===== src/rtl/mp_pkg.sv =====
package mp_pkg;
  localparam int unsigned MP_AW = 15;
  localparam int unsigned MP_DW = 16;
  localparam int unsigned MP_SYNC = 2;

  typedef enum logic [2:0] {
    ST_IDLE = 3'd0,
    ST_REQ  = 3'd1,
    ST_DRV  = 3'd2,
    ST_ACK  = 3'd3,
    ST_REL  = 3'd4
  } mp_state_e;
endpackage


===== src/rtl/mp_sync.sv =====
module mp_sync #(
  parameter int unsigned WIDTH  = 1,
  parameter int unsigned STAGES = 2,
  parameter logic        RST_V  = 1'b1
) (
  input  logic             clk_i,
  input  logic             rst_ni,
  input  logic [WIDTH-1:0] d_i,
  output logic [WIDTH-1:0] q_o
);
  logic [WIDTH-1:0] stage_q [STAGES];

  for (genvar s = 0; s < STAGES; s++) begin : g_stage
    always_ff @(posedge clk_i or negedge rst_ni) begin
      if (!rst_ni) stage_q[s] <= {WIDTH{RST_V}};
      else if (s == 0) stage_q[s] <= d_i;
      else stage_q[s] <= stage_q[(s == 0) ? 0 : s-1];
    end
  end

  assign q_o = stage_q[STAGES-1];
endmodule


===== src/rtl/mp_ctrl.sv =====
module mp_ctrl
  import mp_pkg::*;
(
  input  logic clk_i,
  input  logic rst_ni,
  input  logic active_i,
  input  logic we_i,
  input  logic req_ack_i,
  output logic req_o,
  output logic cap_cmd_o,
  output logic cap_rd_o,
  output logic data_oe_o,
  output logic ack_n_o,
  output logic ack_oe_o
);
  mp_state_e state_q, state_d;

  always_ff @(posedge clk_i or negedge rst_ni) begin
    if (!rst_ni) state_q <= ST_IDLE;
    else state_q <= state_d;
  end

  // IDLE is entered only after the strobes were seen released, so a level here is a new access
  always_comb begin
    state_d   = state_q;
    cap_cmd_o = 1'b0;
    cap_rd_o  = 1'b0;
    unique case (state_q)
      ST_IDLE: if (active_i) begin
        state_d   = ST_REQ;
        cap_cmd_o = 1'b1;
      end
      ST_REQ: if (req_ack_i) begin
        state_d  = ST_DRV;
        cap_rd_o = 1'b1;
      end
      ST_DRV:  state_d = ST_ACK;
      ST_ACK:  if (!active_i) state_d = ST_REL;
      ST_REL:  state_d = ST_IDLE;
      default: state_d = ST_IDLE;
    endcase
  end

  assign req_o     = (state_q == ST_REQ);
  assign data_oe_o = !we_i && ((state_q == ST_DRV) || (state_q == ST_ACK));
  assign ack_oe_o  = (state_q == ST_ACK) || (state_q == ST_REL);
  assign ack_n_o   = (state_q != ST_ACK);

  AST_REQ_HOLD: assert property (@(posedge clk_i) disable iff (!rst_ni)
    (req_o && !req_ack_i) |=> req_o);
  AST_REQ_DROP: assert property (@(posedge clk_i) disable iff (!rst_ni)
    (req_o && req_ack_i) |=> !req_o);
  AST_REQ_NEEDS_STROBES: assert property (@(posedge clk_i) disable iff (!rst_ni)
    $rose(req_o) |-> $past(active_i));
  AST_ACK_HIGH_BEFORE_RELEASE: assert property (@(posedge clk_i) disable iff (!rst_ni)
    $fell(ack_oe_o) |-> $past(ack_n_o));
endmodule


===== src/rtl/mp_dpath.sv =====
module mp_dpath #(
  parameter int unsigned AW = 15,
  parameter int unsigned DW = 16
) (
  input  logic          clk_i,
  input  logic          rst_ni,
  input  logic          cap_cmd_i,
  input  logic          cap_rd_i,
  input  logic          rw_i,
  input  logic [AW-1:0] addr_i,
  input  logic [DW-1:0] wdata_i,
  input  logic [DW-1:0] rdata_i,
  output logic          we_o,
  output logic [AW-1:0] addr_o,
  output logic [DW-1:0] wdata_o,
  output logic [DW-1:0] rdata_o
);
  always_ff @(posedge clk_i or negedge rst_ni) begin
    if (!rst_ni) begin
      we_o    <= 1'b0;
      addr_o  <= '0;
      wdata_o <= '0;
    end else if (cap_cmd_i) begin
      // bus lines have been stable for the whole strobe synchronizer delay
      we_o    <= !rw_i;
      addr_o  <= addr_i;
      wdata_o <= wdata_i;
    end
  end

  always_ff @(posedge clk_i or negedge rst_ni) begin
    if (!rst_ni) rdata_o <= '0;
    else if (cap_rd_i && !we_o) rdata_o <= rdata_i;
  end
endmodule


===== src/rtl/mp_port.sv =====
module mp_port
  import mp_pkg::*;
#(
  parameter int unsigned AW     = MP_AW,
  parameter int unsigned DW     = MP_DW,
  parameter int unsigned STAGES = MP_SYNC
) (
  input  logic          clk_i,
  input  logic          rst_ni,
  input  logic          cs_ni,
  input  logic          ds_ni,
  input  logic          rw_i,
  input  logic [AW-1:0] addr_i,
  input  logic [DW-1:0] wdata_i,
  output logic [DW-1:0] rdata_o,
  output logic          data_oe_o,
  output logic          ack_n_o,
  output logic          ack_oe_o,
  output logic          req_o,
  output logic          req_we_o,
  output logic [AW-1:0] req_addr_o,
  output logic [DW-1:0] req_wdata_o,
  input  logic          req_ack_i,
  input  logic [DW-1:0] req_rdata_i
);
  logic [1:0] strb_s;
  logic       active;
  logic       cap_cmd, cap_rd;

  mp_sync #(.WIDTH(2), .STAGES(STAGES), .RST_V(1'b1)) u_sync (
    .clk_i (clk_i),
    .rst_ni(rst_ni),
    .d_i   ({cs_ni, ds_ni}),
    .q_o   (strb_s)
  );

  assign active = (strb_s == 2'b00);

  mp_ctrl u_ctrl (
    .clk_i    (clk_i),
    .rst_ni   (rst_ni),
    .active_i (active),
    .we_i     (req_we_o),
    .req_ack_i(req_ack_i),
    .req_o    (req_o),
    .cap_cmd_o(cap_cmd),
    .cap_rd_o (cap_rd),
    .data_oe_o(data_oe_o),
    .ack_n_o  (ack_n_o),
    .ack_oe_o (ack_oe_o)
  );

  mp_dpath #(.AW(AW), .DW(DW)) u_dpath (
    .clk_i    (clk_i),
    .rst_ni   (rst_ni),
    .cap_cmd_i(cap_cmd),
    .cap_rd_i (cap_rd),
    .rw_i     (rw_i),
    .addr_i   (addr_i),
    .wdata_i  (wdata_i),
    .rdata_i  (req_rdata_i),
    .we_o     (req_we_o),
    .addr_o   (req_addr_o),
    .wdata_o  (req_wdata_o),
    .rdata_o  (rdata_o)
  );

  AST_DATA_BEFORE_ACK: assert property (@(posedge clk_i) disable iff (!rst_ni)
    (ack_oe_o && !ack_n_o && !$past(ack_oe_o && !ack_n_o) && !req_we_o) |-> $past(data_oe_o));
  AST_RDATA_STABLE: assert property (@(posedge clk_i) disable iff (!rst_ni)
    (data_oe_o && $past(data_oe_o)) |-> $stable(rdata_o));
  AST_NO_DRIVE_ON_WRITE: assert property (@(posedge clk_i) disable iff (!rst_ni)
    req_we_o |-> !data_oe_o);
endmodule


===== config.mk =====
export PLATFORM = sky130hd
export DESIGN_NAME = mp_port
export DESIGN_NICKNAME = d
export VERILOG_FILES = /design/src/rtl/mp_pkg.sv /design/src/rtl/mp_sync.sv /design/src/rtl/mp_ctrl.sv /design/src/rtl/mp_dpath.sv /design/src/rtl/mp_port.sv
export SDC_FILE = /design/constraint.sdc
export NUM_CORES = 1
export LEC_CHECK = 0
export BUFFER_PORTS_ARGS = -buffer_cell sky130_fd_sc_hd__buf_2
export CORE_AREA = 5 5 99 101
export DETAILED_ROUTE_END_ITERATION = 8
export DIE_AREA = 0 0 104 106
export GPL_TIMING_DRIVEN = 1
export HOLD_SLACK_MARGIN = 0.15
export PLACE_DENSITY_LB_ADDON = 0.05
export SYNTH_ARGS = -nofsm -noshare
export SYNTH_HDL_FRONTEND = slang
export SYNTH_SLANG_ARGS = --single-unit

===== constraint.sdc =====
create_clock -name clk_i -period 2.2 [get_ports clk_i]
set_input_delay 0.44 -clock clk_i [delete_from_list [all_inputs] [get_ports clk_i]]
set_output_delay 0.44 -clock clk_i [all_outputs]
set_load 0.01 [all_outputs]

* After elaboration in Yosys (flattened, before gate mapping)
Cells that the tools add are included.
** Storage, ports and cells
- Logic and storage cells :: 32
- Register bits after elaboration :: 55
- Output and inout bits :: 52
** Cells by class
- Equality and inequality tests :: 8
- Multiplexer cells :: 8
- Reductions and logical operators :: 9
** Operators with widths (count)
- $pmux W3 S4 :: 1
- $mux W3 :: 3
- $eq A3 B2 Y1 const B :: 2
- $mux W1 :: 4
- $ne A2 B1 Y1 const B :: 2
- $eq A3 B1 Y1 const B :: 1
- $eq A3 B3 Y1 const B :: 1
- $logic_not A3 Y1 :: 1
- $ne A3 B2 Y1 const B :: 1
- $reduce_and A3 Y1 :: 1
- $logic_and A1 B1 Y1 :: 2
- $logic_not A1 Y1 :: 2
- $logic_not A2 Y1 :: 1
- $logic_or A1 B1 Y1 :: 2
- $ne A2 B2 Y1 const B :: 1

* Depth between registers and ports, before layout
- Depth in word-level cells :: 3
- Depth in mapped cells :: 6
- Depth with buffers taken out :: 3

* Cells and area by module
Synthesis repeated with hierarchy kept, for this count alone.
** Second synthesis, totals
- Cells, all modules :: 132
- Area total of the unflattened synthesis :: 2127.0 µm²
** Modules (own cells, without submodules)
- mp_dpath :: area each 1828.0 µm², cells each 104, sequential area each 1201.2 µm², instances 1
- mp_ctrl :: area each 175.2 µm², cells each 21, sequential area each 75.1 µm², instances 1
- mp_sync :: area each 120.1 µm², cells each 6, sequential area each 105.1 µm², instances 1
- mp_port :: area each 3.8 µm², cells each 1, sequential area each 0.0 µm², instances 1

* Least setup slack after synthesis
No wires, ideal clock.
- Path kind :: reg2reg
- From :: reg u_ctrl.state_q[2]
- To :: reg u_dpath.rdata_o[10]
- Arrival :: 1.415 ns
- Data required time :: 2.075 ns
- Buffers on the path :: 1
- Cell stages (with the launch flop) :: 5
- Path slack :: 0.661 ns
- Period minus slack after synthesis :: 1.539 ns
- Setup time :: 0.125 ns
- Cell sequence :: dfrtp_1 > nand2b_2 > nor3_4 > buf_8 > mux2_2
** Between the ends
- Cells in the longest elaborated chain, start to end :: 3
** Ends and longest elaborated chain
- start: declaration :: line mp_ctrl.sv:16 : mp_state_e state_q, state_d;
- start signal: assignment :: line mp_ctrl.sv:20 : else state_q <= state_d;
- $eq A3 B1 Y1 :: line mp_ctrl.sv:28 : unique case (state_q)
- $mux W1 :: line mp_ctrl.sv:28
- $logic_and A1 B1 Y1 :: line mp_dpath.sv:33 : else if (cap_rd_i && !we_o) rdata_o <= rdata_i;
- end signal: assignment :: line mp_dpath.sv:33
- end: declaration :: line mp_dpath.sv:16 : output logic [DW-1:0] rdata_o
Every way passes these cells.
A chain may end at the register's enable or synchronous reset.

* Final worst setup path
- From :: reg u_ctrl.state_q[2]
- To :: out req_o
** Between the ends
- Cells in the longest elaborated chain, start to end :: 1
** Ends and longest elaborated chain
- $eq A3 B1 Y1 :: line mp_ctrl.sv:44 : assign req_o = (state_q == ST_REQ);
- end: declaration :: line mp_port.sv:19 : output logic req_o,
Every way passes these cells.

==> impl_metrics.csv <==
group,metric,value,unit
sta,setup_viol,0,
clock_tree,clkLatencyLatePin,300,ps
floorplan,num_rows,35,
clock_tree,htree_levels,2,
final_layout,regArea,1380,sq um
sta,max_slew_margin,73.9,%
synthesis,netlist_area,2130,sq um
route,viasPerCell,4.11,
global_route,grt_pass1_vias,1496,
final_layout,multiInputGateArea,678,sq um
global_route,antenna_found_initial,0,
synthesis,async_flop_share,100,%
hold_path,min_path_type,"in -> reg",
synthesis,syn_avg_cell_area,16.4,sq um
global_route,grt_pass1_wl,7870,um
clock_tree,cts_buffer_depth,2,
floorplan,core_area,8930,sq um
clock_tree,cts_buffers,5,
floorplan,die-area,11000,sq um
sta,whs,229,ps
sta,tightest_slew,391,ps
critical_path,path_cells,"nand2b_2, nor2_1, buf_2",
clock_tree,cts_tree,"built",
final_layout,syn2layout_area_growth,34.2,%
global_route,grt_max_degree,33,
place,hpwl,3600,um
critical_path,crit_fanout,7,
critical_path,cp-start-kind,"flip-flop",
run_status,outcome,"completed",
critical_path,cpPeakStageDelay,450,ps
synthesis,yosysSeqAreaShare,64.9,%
route,drc,0,
route,wl_per_cell,13.7,um
floorplan,start_util,23.8,%
route,first_iter_violations,26,
synthesis,yosysWarnings,0,
final_layout,nets,293,
clock_tree,clk_pin_slew,100,ps
sta,period_minus_slack,1720,ps
power,p_leak,1.39,nW
final_layout,drive_above_1_share,69.7,%
synthesis,synthCells,130,
synthesis,synth-edff-count,0,
route,vias,1446,
final_layout,n_antenna_cell,0,
sta,drv_slew,0,
route,drt_pass1_iterations,4,
place,gp_congestion,0.704,
clock_tree,numClockSinks,55,
sta,rsz0062_at_grt,"false",
sta,finalHoldViolCount,0,
sta,setup_tns,0,ps
sta,period_share,78.2,%
critical_path,crit_path_start,"u_ctrl.state_q[2]$_DFFE_PN0P_",
critical_path,r2r-start,"u_ctrl.state_q[1]$_DFFE_PN0P_",
place,io_buffers,104,
route,wl,4820,um
route,ant_nets,0,
clock_tree,root_buffer,"clkbuf_8",
global_route,grt_usage,8.83,%
global_route,grt-ovfl-total,0,
floorplan,chipWidth,104,um
synthesis,synth-seq-cells,55,
power,powerDensity,1340,nW/um^2
floorplan,die_h,106,um
floorplan,ios,105,
synthesis,synth_ff_type,"dfrtp_1",
final_layout,final_cell_mix,"buf_2 (104), dfrtp_1 (51), mux2_2 (44)",
hold_path,min-delay-start,"cs_ni",
final_layout,final_common_cell,"buf_2",
clock_tree,postCtsSetupRepairBufs,0,
critical_path,slowest_stage,"dfrtp_1",
synthesis,synth.net_count,183,
critical_path,critical_path_class,"reg -> out",
critical_path,cp.arrival,1280,ps
critical_path,cp_data_required_time,1760,ps
power,ir_worst_vdd,0.352,mV
sta,skew,3.67,ps
final_layout,fillers,936,
critical_path,end_kind,"output pin",
flow_run,cap_viol_max_count,0,
synthesis,ys_types,21,
sta,fmax,581,MHz
## worst max-delay path: cells and delay by family (launching register included)
| family | cells | cell delay [ps] |
|---|---|---|
| DFF | 1 | 450 |
| buffers and inverters | 1 | 160 |
| and+or+nand+nor | 2 | 370 |
## metrics by stage
| step | cell area, sq um | power, mW | utilization [%] | std cells | worst slack [ps] |
|---|---|---|---|---|---|
| 6_report | 2860 | 3.84 | 32.0 | 352 | 480 |
| 5_1_grt | 2860 | 4.14 | 32.0 | 352 | 418 |
| 4_1_cts | 2860 | 3.94 | 32.0 | 352 | 451 |
| 3_5_place_dp | 2770 | 3.36 | 31.0 | 343 | 635 |
| 3_3_place_gp | 2770 | 3.36 | 31.0 | 343 | 647 |
| 2_1_floorplan | 2130 | 2.68 | - | 130 | 661 |
## report_power, final
group | total [mW] | leakage [nW] | switching, mW | internal (mW)
Combinational | 1.54 | 0.695 | 0.695 | 0.842
Clock | 0.545 | 0.0422 | 0.321 | 0.225
Sequential | 1.75 | 0.652 | 0.266 | 1.49
Total | 3.84 | 1.39 | 1.28 | 2.55
## layer usage
layer	part of all wire [%]	global-route usage (%)
met1	40	10.4
met2	48	14.0
met3	11	4.37
met4	1.4	3.05
met5	0	0
## final cells by class
type / instances / area share, %
Timing Repair Buffer: 109 / 20.1
Inverter: 1 / 0.131
Tap cell: 111 / 4.86
Clock buffer: 7 / 2.67
Clock inverter: 1 / 0.175
Multi-Input combinational cell: 68 / 23.7
Sequential cell: 55 / 48.4
## cells in the mapped netlist (2+ instances only)
library cell | number | area, sq um
mux2_4 | 3 | 45.0
dfrtp_1 | 51 | 1280
o21ai_0 | 2 | 10.0
dfstp_2 | 4 | 105
nor2_1 | 4 | 15.0
buf_6 | 4 | 45.0
mux2_2 | 44 | 495
nand3b_1 | 2 | 15.0
nand2_1 | 4 | 15.0
## cell families after synthesis
group	count (synthesis)	share of synthesized area (%)
compound gates	4	1.06
buf+inv	7	3.23
flops	55	64.9
mux	48	25.9
simple gates	16	4.94
## flip-flops by register name (all words and copies together), names as in the netlist
register,count
u_dpath.we_o,1
u_dpath.rdata_o,16
u_sync.q_o,2
u_dpath.addr_o,15
u_ctrl.state_q,3
u_sync.stage_q,2
u_dpath.wdata_o,16
## timing repair
action                    CTS  global route
resized for setup           0             0
hold endpoints to repair   21             0
hold buffers                1             0
## path summary, 6_finish.rpt
path                                                  endpoint  cells after the start  slack [ps]
worst max-delay path                                     req_o                      3         480
worst min-delay path               u_sync.stage_q[3]$_DFF_PN1_                      1         230
worst max register to register   u_dpath.addr_o[9]$_DFFE_PN0P_                      4         620
worst min register to register         u_sync.q_o[1]$_DFF_PN1_                      0         360
max in group asynchronous       u_dpath.rdata_o[9]$_DFFE_PN0P_                      3        1200
min in group asynchronous             u_dpath.we_o$_DFFE_PN0P_                      3         690
(Power assumes the default switching activity.)
